### config.mk
export PLATFORM = sky130hd
export DESIGN_NAME = win_persist_irq
export DESIGN_NICKNAME = d
export VERILOG_FILES = /design/src/rtl/wpi_pkg.sv /design/src/rtl/wpi_window_cmp.sv /design/src/rtl/wpi_run_decode.sv /design/src/rtl/wpi_persist_core.sv /design/src/rtl/win_persist_irq.sv
export SDC_FILE = /design/constraint.sdc
export NUM_CORES = 1
export LEC_CHECK = 0
export BUFFER_PORTS_ARGS = -buffer_cell sky130_fd_sc_hd__clkbuf_2
export CAP_MARGIN = 30
export CORE_UTILIZATION = 47
export CTS_BUF_LIST = sky130_fd_sc_hd__clkbuf_16
export CTS_CLUSTER_DIAMETER = 120
export DETAILED_ROUTE_END_ITERATION = 10
export PLACE_DENSITY = 0.75
export SYNTH_ARGS = -nofsm -noshare
export SYNTH_HDL_FRONTEND = slang
export SYNTH_SLANG_ARGS = --single-unit
### constraint.sdc
create_clock -name clk -period 3.25 [get_ports clk]
set_clock_uncertainty 0.2 [all_clocks]
set_input_delay 0.4875 -clock clk [delete_from_list [all_inputs] [get_ports clk]]
set_output_delay 0.4875 -clock clk [all_outputs]
set_load 0.03 [all_outputs]
### src/rtl/wpi_pkg.sv
package wpi_pkg;

   // Required run length for a persistence code: codes up to lin map
   // one-to-one, codes above step by 'step' per code.
   function automatic int unsigned wpi_run_len(input int unsigned code,
                                               input int unsigned lin,
                                               input int unsigned step);
      if (code <= lin)
         return code;
      return (code - lin) * step;
   endfunction

endpackage

### src/rtl/wpi_window_cmp.sv
module wpi_window_cmp #(
   parameter int DATA_W = 16
) (
   input  logic [DATA_W-1:0] val,
   input  logic [DATA_W-1:0] lo,
   input  logic [DATA_W-1:0] hi,
   output logic              outside
);

   logic below_lo;
   logic above_hi;

   assign below_lo = (val < lo);
   assign above_hi = (val > hi);
   assign outside  = below_lo | above_hi;

   // a value sitting on either limit is never reported as outside
   always_comb begin
      if (val == lo && lo <= hi) begin
         p_edge_lo_r2: assert (!outside);
      end
      if (val == hi && lo <= hi) begin
         p_edge_hi_r2: assert (!outside);
      end
   end

endmodule

### src/rtl/wpi_run_decode.sv
module wpi_run_decode
   import wpi_pkg::*;
#(
   parameter int CODE_W = 4,
   parameter int LINEAR = 3,
   parameter int STEP   = 5,
   parameter int CNT_W  = 6
) (
   input  logic [CODE_W-1:0] code,
   output logic [CNT_W-1:0]  need
);

   localparam int N_CODES = 2 ** CODE_W;

   logic [CNT_W-1:0] len_tbl [N_CODES];

   for (genvar g = 0; g < N_CODES; g++) begin : g_tbl
      assign len_tbl[g] = CNT_W'(wpi_run_len(g, LINEAR, STEP));
   end

   assign need = len_tbl[code];

endmodule

### src/rtl/wpi_persist_core.sv
module wpi_persist_core #(
   parameter int CNT_W   = 6,
   parameter int MAX_RUN = 60
) (
   input  logic             clk,
   input  logic             rst_n,
   input  logic             valid,
   input  logic             outside,
   input  logic [CNT_W-1:0] need,
   input  logic             clr,
   output logic             held
);

   logic [CNT_W-1:0] run_q;
   logic [CNT_W-1:0] run_base;
   logic [CNT_W-1:0] run_d;
   logic             trip;
   logic             held_d;

   always_comb begin
      run_base = clr ? '0 : run_q;
      run_d    = run_base;
      trip     = 1'b0;
      if (valid) begin
         if (outside) begin
            run_d = (run_base >= need) ? need : run_base + CNT_W'(1);
         end else begin
            run_d = '0;
         end
         trip = (need == '0) || (outside && run_d >= need);
      end
      held_d = clr ? 1'b0 : (held | trip);
   end

   always_ff @(posedge clk or negedge rst_n) begin
      if (!rst_n) begin
         run_q <= '0;
         held  <= 1'b0;
      end else begin
         run_q <= run_d;
         held  <= held_d;
      end
   end

   // held state survives any cycle without a clear
   p_hold_r7: assert property (@(posedge clk) disable iff (!rst_n)
      held && !clr |=> held);

   // clear always drops the held state next cycle
   p_clear_r8: assert property (@(posedge clk) disable iff (!rst_n)
      clr |=> !held);

   // code 0 trips on every measurement
   p_code0_r3: assert property (@(posedge clk) disable iff (!rst_n)
      valid && !clr && need == '0 |=> held);

   // an in-range measurement restarts the run
   p_restart_r6: assert property (@(posedge clk) disable iff (!rst_n)
      valid && !outside |=> run_q == '0);

   // the run never climbs past the longest run length
   p_run_bound_r4: assert property (@(posedge clk) disable iff (!rst_n)
      run_q <= CNT_W'(MAX_RUN));

endmodule

### src/rtl/win_persist_irq.sv
module win_persist_irq
   import wpi_pkg::*;
#(
   parameter int DATA_W       = 16,
   parameter int CODE_W       = 4,
   parameter int LINEAR_CODES = 3,
   parameter int RUN_STEP     = 5
) (
   input  logic              clk,
   input  logic              rst_n,
   input  logic              meas_valid,
   input  logic [DATA_W-1:0] meas_val,
   input  logic [DATA_W-1:0] lim_lo,
   input  logic [DATA_W-1:0] lim_hi,
   input  logic [CODE_W-1:0] pers_code,
   input  logic              pin_en,
   input  logic              irq_clr,
   output logic              irq_status,
   output logic              irq_pin_n
);

   localparam int TOP_CODE = (2 ** CODE_W) - 1;
   localparam int MAX_RUN  = int'(wpi_run_len(TOP_CODE, LINEAR_CODES, RUN_STEP));
   localparam int CNT_W    = (MAX_RUN < 1) ? 1 : $clog2(MAX_RUN + 1);

   if (DATA_W < 2) begin : g_bad_width
      $error("DATA_W must be at least 2");
   end
   if (LINEAR_CODES >= 2 ** CODE_W) begin : g_bad_linear
      $error("LINEAR_CODES must leave room for stepped codes");
   end
   if (RUN_STEP < 1) begin : g_bad_step
      $error("RUN_STEP must be positive");
   end

   logic             outside;
   logic [CNT_W-1:0] need;
   logic             held;

   wpi_window_cmp #(.DATA_W(DATA_W)) i_cmp (
      .val     (meas_val),
      .lo      (lim_lo),
      .hi      (lim_hi),
      .outside (outside)
   );

   wpi_run_decode #(
      .CODE_W (CODE_W),
      .LINEAR (LINEAR_CODES),
      .STEP   (RUN_STEP),
      .CNT_W  (CNT_W)
   ) i_dec (
      .code (pers_code),
      .need (need)
   );

   wpi_persist_core #(
      .CNT_W   (CNT_W),
      .MAX_RUN (MAX_RUN)
   ) i_core (
      .clk     (clk),
      .rst_n   (rst_n),
      .valid   (meas_valid),
      .outside (outside),
      .need    (need),
      .clr     (irq_clr),
      .held    (held)
   );

   assign irq_status = held;
   assign irq_pin_n  = ~(held & pin_en);

   // the pin can only be low while the enable is set
   p_pin_masked_r9: assert property (@(posedge clk) disable iff (!rst_n)
      !irq_pin_n |-> pin_en);

   // status only rises after a valid pulse
   p_rise_cause_r11: assert property (@(posedge clk) disable iff (!rst_n)
      $rose(irq_status) |-> $past(meas_valid));

   // status only falls after a clear pulse
   p_fall_cause_r11: assert property (@(posedge clk) disable iff (!rst_n)
      $fell(irq_status) |-> $past(irq_clr));

endmodule

* Word level (Yosys, flattened, before mapping)
Memories as Yosys holds them, arrays and structs flattened. Cells that the tools add are included.
Storage, ports and cells: word-level logic and storage cells 26, ROM bits 96, bits of input ports 57, flip-flop bits (word level) 7, memories 1, output and inout port bits 2
Cells by class: $add $sub $neg 1, magnitude comparators 5, multiplexer cells 9, bitwise operators 5, reduce and logical (&&, ||, !) cells 3
Memories:
- (name not given) | words 16, bits a word 6, rd ports 1, clocked after memory_dff 0, write ports 0, RTL line wpi_run_decode.sv:21 | assign need = len_tbl[code];
Operators with widths (number):
- $mux W6 | 7
- $gt A16 B16 Y1 | 1
- $lt A16 B16 Y1 | 1
- $ge A6 B6 Y1 | 2
- $add A6 B1 Y6 const B | 1
- $logic_not A6 Y1 | 1
- $ge A5 B5 Y1 const B | 1
- $not A4 Y5 | 1
- $mux W1 | 2
- $or A1 B1 Y1 | 2
- $and A1 B1 Y1 | 1
- $logic_and A1 B1 Y1 | 1
- $logic_or A1 B1 Y1 | 1
- $not A1 Y1 | 1

* Logic depth before layout (Yosys ltp)
depth in word-level cells 14, mapped depth 21, mapped depth without buffers 20

* Cells and area by module
Synthesis repeated with hierarchy kept, for this count alone.
Unflattened totals: cells, all modules 222, area, all modules 1751.7 µm²
By module, submodules not included:
- wpi_persist_core | area each 788.3 µm², seq. area each 175.2 µm², cells an instance 91, instances 1
- wpi_window_cmp | area each 784.5 µm², seq. area each 0.0 µm², cells an instance 109, instances 1
- wpi_run_decode | area each 175.2 µm², seq. area each 0.0 µm², cells an instance 21, instances 1
- win_persist_irq | area each 3.8 µm², seq. area each 0.0 µm², cells an instance 1, instances 1

* Worst setup path after synthesis
OpenSTA, ideal clock, no wires.
kind in2reg, start point input pers_code[0], end point register i_core.held, data required time 2.915 ns, arrival time 3.656 ns, setup slack -0.740 ns, stages on the path 21, buffers on the path 1, library setup time 0.135 ns, cell sequence inv_1 ha_1 xor2_1 nand2_1 o21ai_0 inv_1 ha_1 a21o_1 a21oi_2 o21ai_1 o21a_1 buf_6 mux2i_1 or2_2 ha_1 nand2b_1 a21o_1 a211oi_1 nor3_1 a2111oi_0 nor4_1
On the way: word-level cells in the longest chain between the ends 14, elaborated cells between the ends (all ways) 15, those cells by class order compare: 2; mux: 7; bitwise: 2; reduce/logical: 3; memory: 1
RTL lines:
- start, declared | RTL line win_persist_irq.sv:15 | input logic [CODE_W-1:0] pers_code,
- $not A4 Y5 (not written as such) (*) | RTL line wpi_run_decode.sv:21
- $mem_v2 Z16 W6 (*)
- $mux W6 (not written as such) (*) (2 in a row) | RTL line wpi_run_decode.sv:21
- $ge A6 B6 Y1 | RTL line wpi_persist_core.sv:26 | run_d = (run_base >= need) ? need : run_base + CNT_W'(1);
- $mux W6 | RTL line wpi_persist_core.sv:26
- $mux W6 | RTL line wpi_persist_core.sv:25 | if (outside) begin
- $mux W6 | RTL line wpi_persist_core.sv:24 | if (valid) begin
- $ge A6 B6 Y1 | RTL line wpi_persist_core.sv:30 | trip = (need == '0) || (outside && run_d >= need);
- $logic_and A1 B1 Y1 | RTL line wpi_persist_core.sv:30
- $logic_or A1 B1 Y1 (*) | RTL line wpi_persist_core.sv:30
- $mux W1 (*) | RTL line wpi_persist_core.sv:24
- $or A1 B1 Y1 (*) | RTL line wpi_persist_core.sv:32 | held_d = clr ? 1'b0 : (held | trip);
- $mux W1 (*) | RTL line wpi_persist_core.sv:32
- named net i_core.held_d | RTL line wpi_persist_core.sv:18 | logic held_d;
- end signal, assigned | RTL line wpi_persist_core.sv:41 | held <= held_d;
- end, declared | RTL line wpi_persist_core.sv:11 | output logic held
Mark *: on every way through the listed nets, which the timed path passes. The rest lies on a longest branch. The select of a mux whose other input is x is not followed.

* Final worst setup path
Ends and elaborated chain as after synthesis.

==> impl_results.md <==
- Crit path capture type: flip-flop
- Largest cells by area after synthesis: ha_1, dfrtp_1, inv_1, nand2_1, a21oi_1
- Final hold violations: 0
- Die area: 0.00417 mm^2
- Post-synthesis cell type count: 49
- Leakage: 0.00158 uW
- GP Congestion: 0.840
- Syn_area_per_cell: 7.83 um^2
- Core Rows: 22
- Slew HR: 0.735
- Clk_lat worst skew: 0.23 ns
- Max Root-Sink Buffers: 2
- Setup ws final: -0.369 ns
- I/O Buffers: 58
- Post-synthesis sequential area ratio: 0.0952
- Worst r2r src: i_core.run_q[4]$_DFF_PN0_
- Number of synthesized register bits: 7
- Most frequent cells in the layout: buf_4, clkbuf_2, ha_1, inv_1, nand2_1
- YS warnings: 0
- Initial cell density of the core: 0.495
- Core area: 0.00372 mm^2
- Final WL: 4.92 mm
- Failing checks: setup timing
- Period utilisation layout: 1.11
- Share of the synthesized area in the top cell type: 0.326
- Clk slew on worst S/H paths: 0.04 ns
- Area of the mapped netlist: 0.00184 mm^2
- Cell area after placement: 0.00261 mm^2
- Number of cells produced by synthesis: 235
- Switching Share: 0.341
- H-tree levels: 1
- # clock sinks: 7
- Crit path DAT: 3.52 ns
- Hold Startpoint: meas_valid
- CTS tree: yes
- Commonest non-fill, non-tap cell in the layout: buf_4
- Critical path class: in2reg
- Main flop type after synthesis: dfrtp_1
- Launch point of the worst path: pers_code[0]
- Post-route ant nets: 0
- Mux cell area share after synthesis: 0.0272
- GRT Total Usage: 0.248
- Vias: 2,078
- Post-route cell area: 0.00276 mm^2
- Maximum vdd drop: 0.162 mV
- Pre-CTS setup slack: -0.848 ns
- First-pass GRT wire length: 8.24 mm
- RSZ-0062 raised after global routing: true
- Height of the die: 64.6 um
- Final Power: 752 uW
- Drt wl/cell: 12.3 um
- Largest area contributor in the netlist: ha_1
- Slew Viols, Final: 0
- Die Wd: 64.6 um
- Power share of the combinational group: 0.581
- Internal power: 496 uW
- Post-DP HPWL: 4.35 mm
- Hold slack: 0.369 ns
- Adder-Cell Fraction of Synth Area: 0.326
- Status: finished with violations
- Setup-failing EPs final: 1
- Psw: 257 uW
- Clk network pwr share: 0.277
- Synth async-reset ratio: 1.00
- Min cycle time layout: 3.62 ns
- Vias per inst: 5.20
- Synth Area in XOR/XNOR: 0.0286
- Tightest Pin Transition: 0.398 ns
- Pwr/cell area: 273 mW/mm^2
- Hold WC Path Type: in2reg
- Layout cells sized above 1: 0.401
- Setup TNS: -0.369 ns
- I/O pin count: 59
- Largest net degree at the start of global routing: 11
- Clock root buffer: clkbuf_16
- MaxCap Viol Count: 0
- Synthesis-to-layout area growth: 49.9%
- Area occupied by registers: 175 um^2
- Worst path required time: 3.15 ns
- Seq pwr share: 0.141
- Ant. Diodes: 0
- GRT overflow: 0
- TritonCTS buffer count: 3
- Initial antenna violation count: 0
- Crit path launch type: primary input
- Number of global-route vias before repair: 1,975
- Largest family of logic cells by synthesized area: adder cells
- Crit path max fanout: 4
- Detailed Route Iter0 Violations: 109
- Synth Area in Compound Gates: 0.212
- Achievable Freq: 276 MHz
- Final layout net count: 458
- DR pass1 iterations: 4
- Post-synth EDFFs: 0
- DRC: 0
- # fillers: 293
- Mapped Nets: 340
- Area of the multi-input gates: 0.00154 mm^2
- Synth Area in Simple Gates: 0.206
per-stage QoR:
step	utilization	instances
after CTS	0.740	400
after global routing	0.742	400
after floorplan	-	235
after global placement	0.703	393
after detailed placement	0.703	393
final	0.742	400
worst paths after layout:
check	endpoint	slack (ns)	depth (start not counted)
hold / removal	i_core.run_q[5]$_DFF_PN0_	0.37	2
setup reg to reg	i_core.held$_DFF_PN0_	-0.03	15
setup / recovery	i_core.held$_DFF_PN0_	-0.37	21
hold reg to reg	i_core.held$_DFF_PN0_	0.47	2
max in group asynchronous	i_core.run_q[1]$_DFF_PN0_	2.23	2
min in group asynchronous	i_core.run_q[5]$_DFF_PN0_	0.44	2
cells in the mapped netlist (all sizes together) (3+ instances only):
| cell | number |
|---|---|
| xor2 | 3 |
| a211oi | 4 |
| a21oi | 15 |
| nor2 | 15 |
| nand4 | 3 |
| o211ai | 4 |
| xnor2 | 3 |
| nor3 | 4 |
| nor2b | 6 |
| nand2 | 18 |
| nand3 | 8 |
| dfrtp | 7 |
| a21o | 6 |
| nand2b | 5 |
| ha | 48 |
| mux2i | 5 |
| or2b | 3 |
| o21ai | 7 |
| buf | 5 |
| inv | 37 |
layout make-up:
class	count	share of cell area
multi-input cells	185	0.557
repair buffers	118	0.276
flip-flops and latches	7	0.0635
inverters	38	0.0535
well taps	48	0.0218
clock buffers	3	0.0272
clock inverters	1	0.00136
worst max-delay path, stage by stage:
cell,delay [ns]
clkbuf_8,0.12
inv_4,0.04
ha_4,0.25
xor2_1,0.13
nand2_1,0.08
o21ai_2,0.07
inv_1,0.07
ha_2,0.17
a21o_1,0.18
a21oi_2,0.17
o21ai_1,0.11
o21a_1,0.20
mux2i_1,0.14
or2_4,0.25
ha_4,0.21
nand2b_4,0.12
a21o_1,0.16
a211oi_2,0.17
nor3_1,0.08
a2111oi_2,0.23
nor4_1,0.08
registers in the layout, summed over array words and instances, names as in the netlist:
signal        count
i_core.run_q      6
i_core.held       1
power groups by stage:
stage / Combinational (uW) / Clock, uW / Sequential, uW
finish: 437 / 209 / 106
global route: 486 / 218 / 108
CTS: 430 / 210 / 106
detailed placement: 416 / 0 / 107
global placement: 401 / 0 / 106
floorplan: 236 / 0 / 109
routing by layer:
metal	GRT usage	routed length, um	vias to the layer above	share of wire
met2	0.474	2530	41	0.51
met1	0.301	2190	965	0.44
met4	0.0500	44	0	0.0089
met5	0	0	-	0
met3	0.0141	156	4	0.032
li1	-	-	1068	-
cell families (layout without fill, tap and decap cells):
kind of cell             after synthesis  in the layout
AO/OA/AOI/OAI                         53             53
AND/OR/NAND/NOR                       73             73
multiplexers                           5              5
buffers and inverters                 43            160
adder cells (fa/ha/maj)               48             48
XOR/XNOR                               6              6
flip-flops                             7              7
timing repair:
| item | CTS | global route |
|---|---|---|
| setup buffers | 2 | 0 |
| resized for setup | 6 | 3 |
| hold endpoints to repair | 7 | 0 |
| hold buffers | 1 | 0 |
| pin swaps | 6 | 0 |
| endpoints found under the setup margin | 1 | 1 |
No activity file was read; power rests on OpenSTA's default activity.
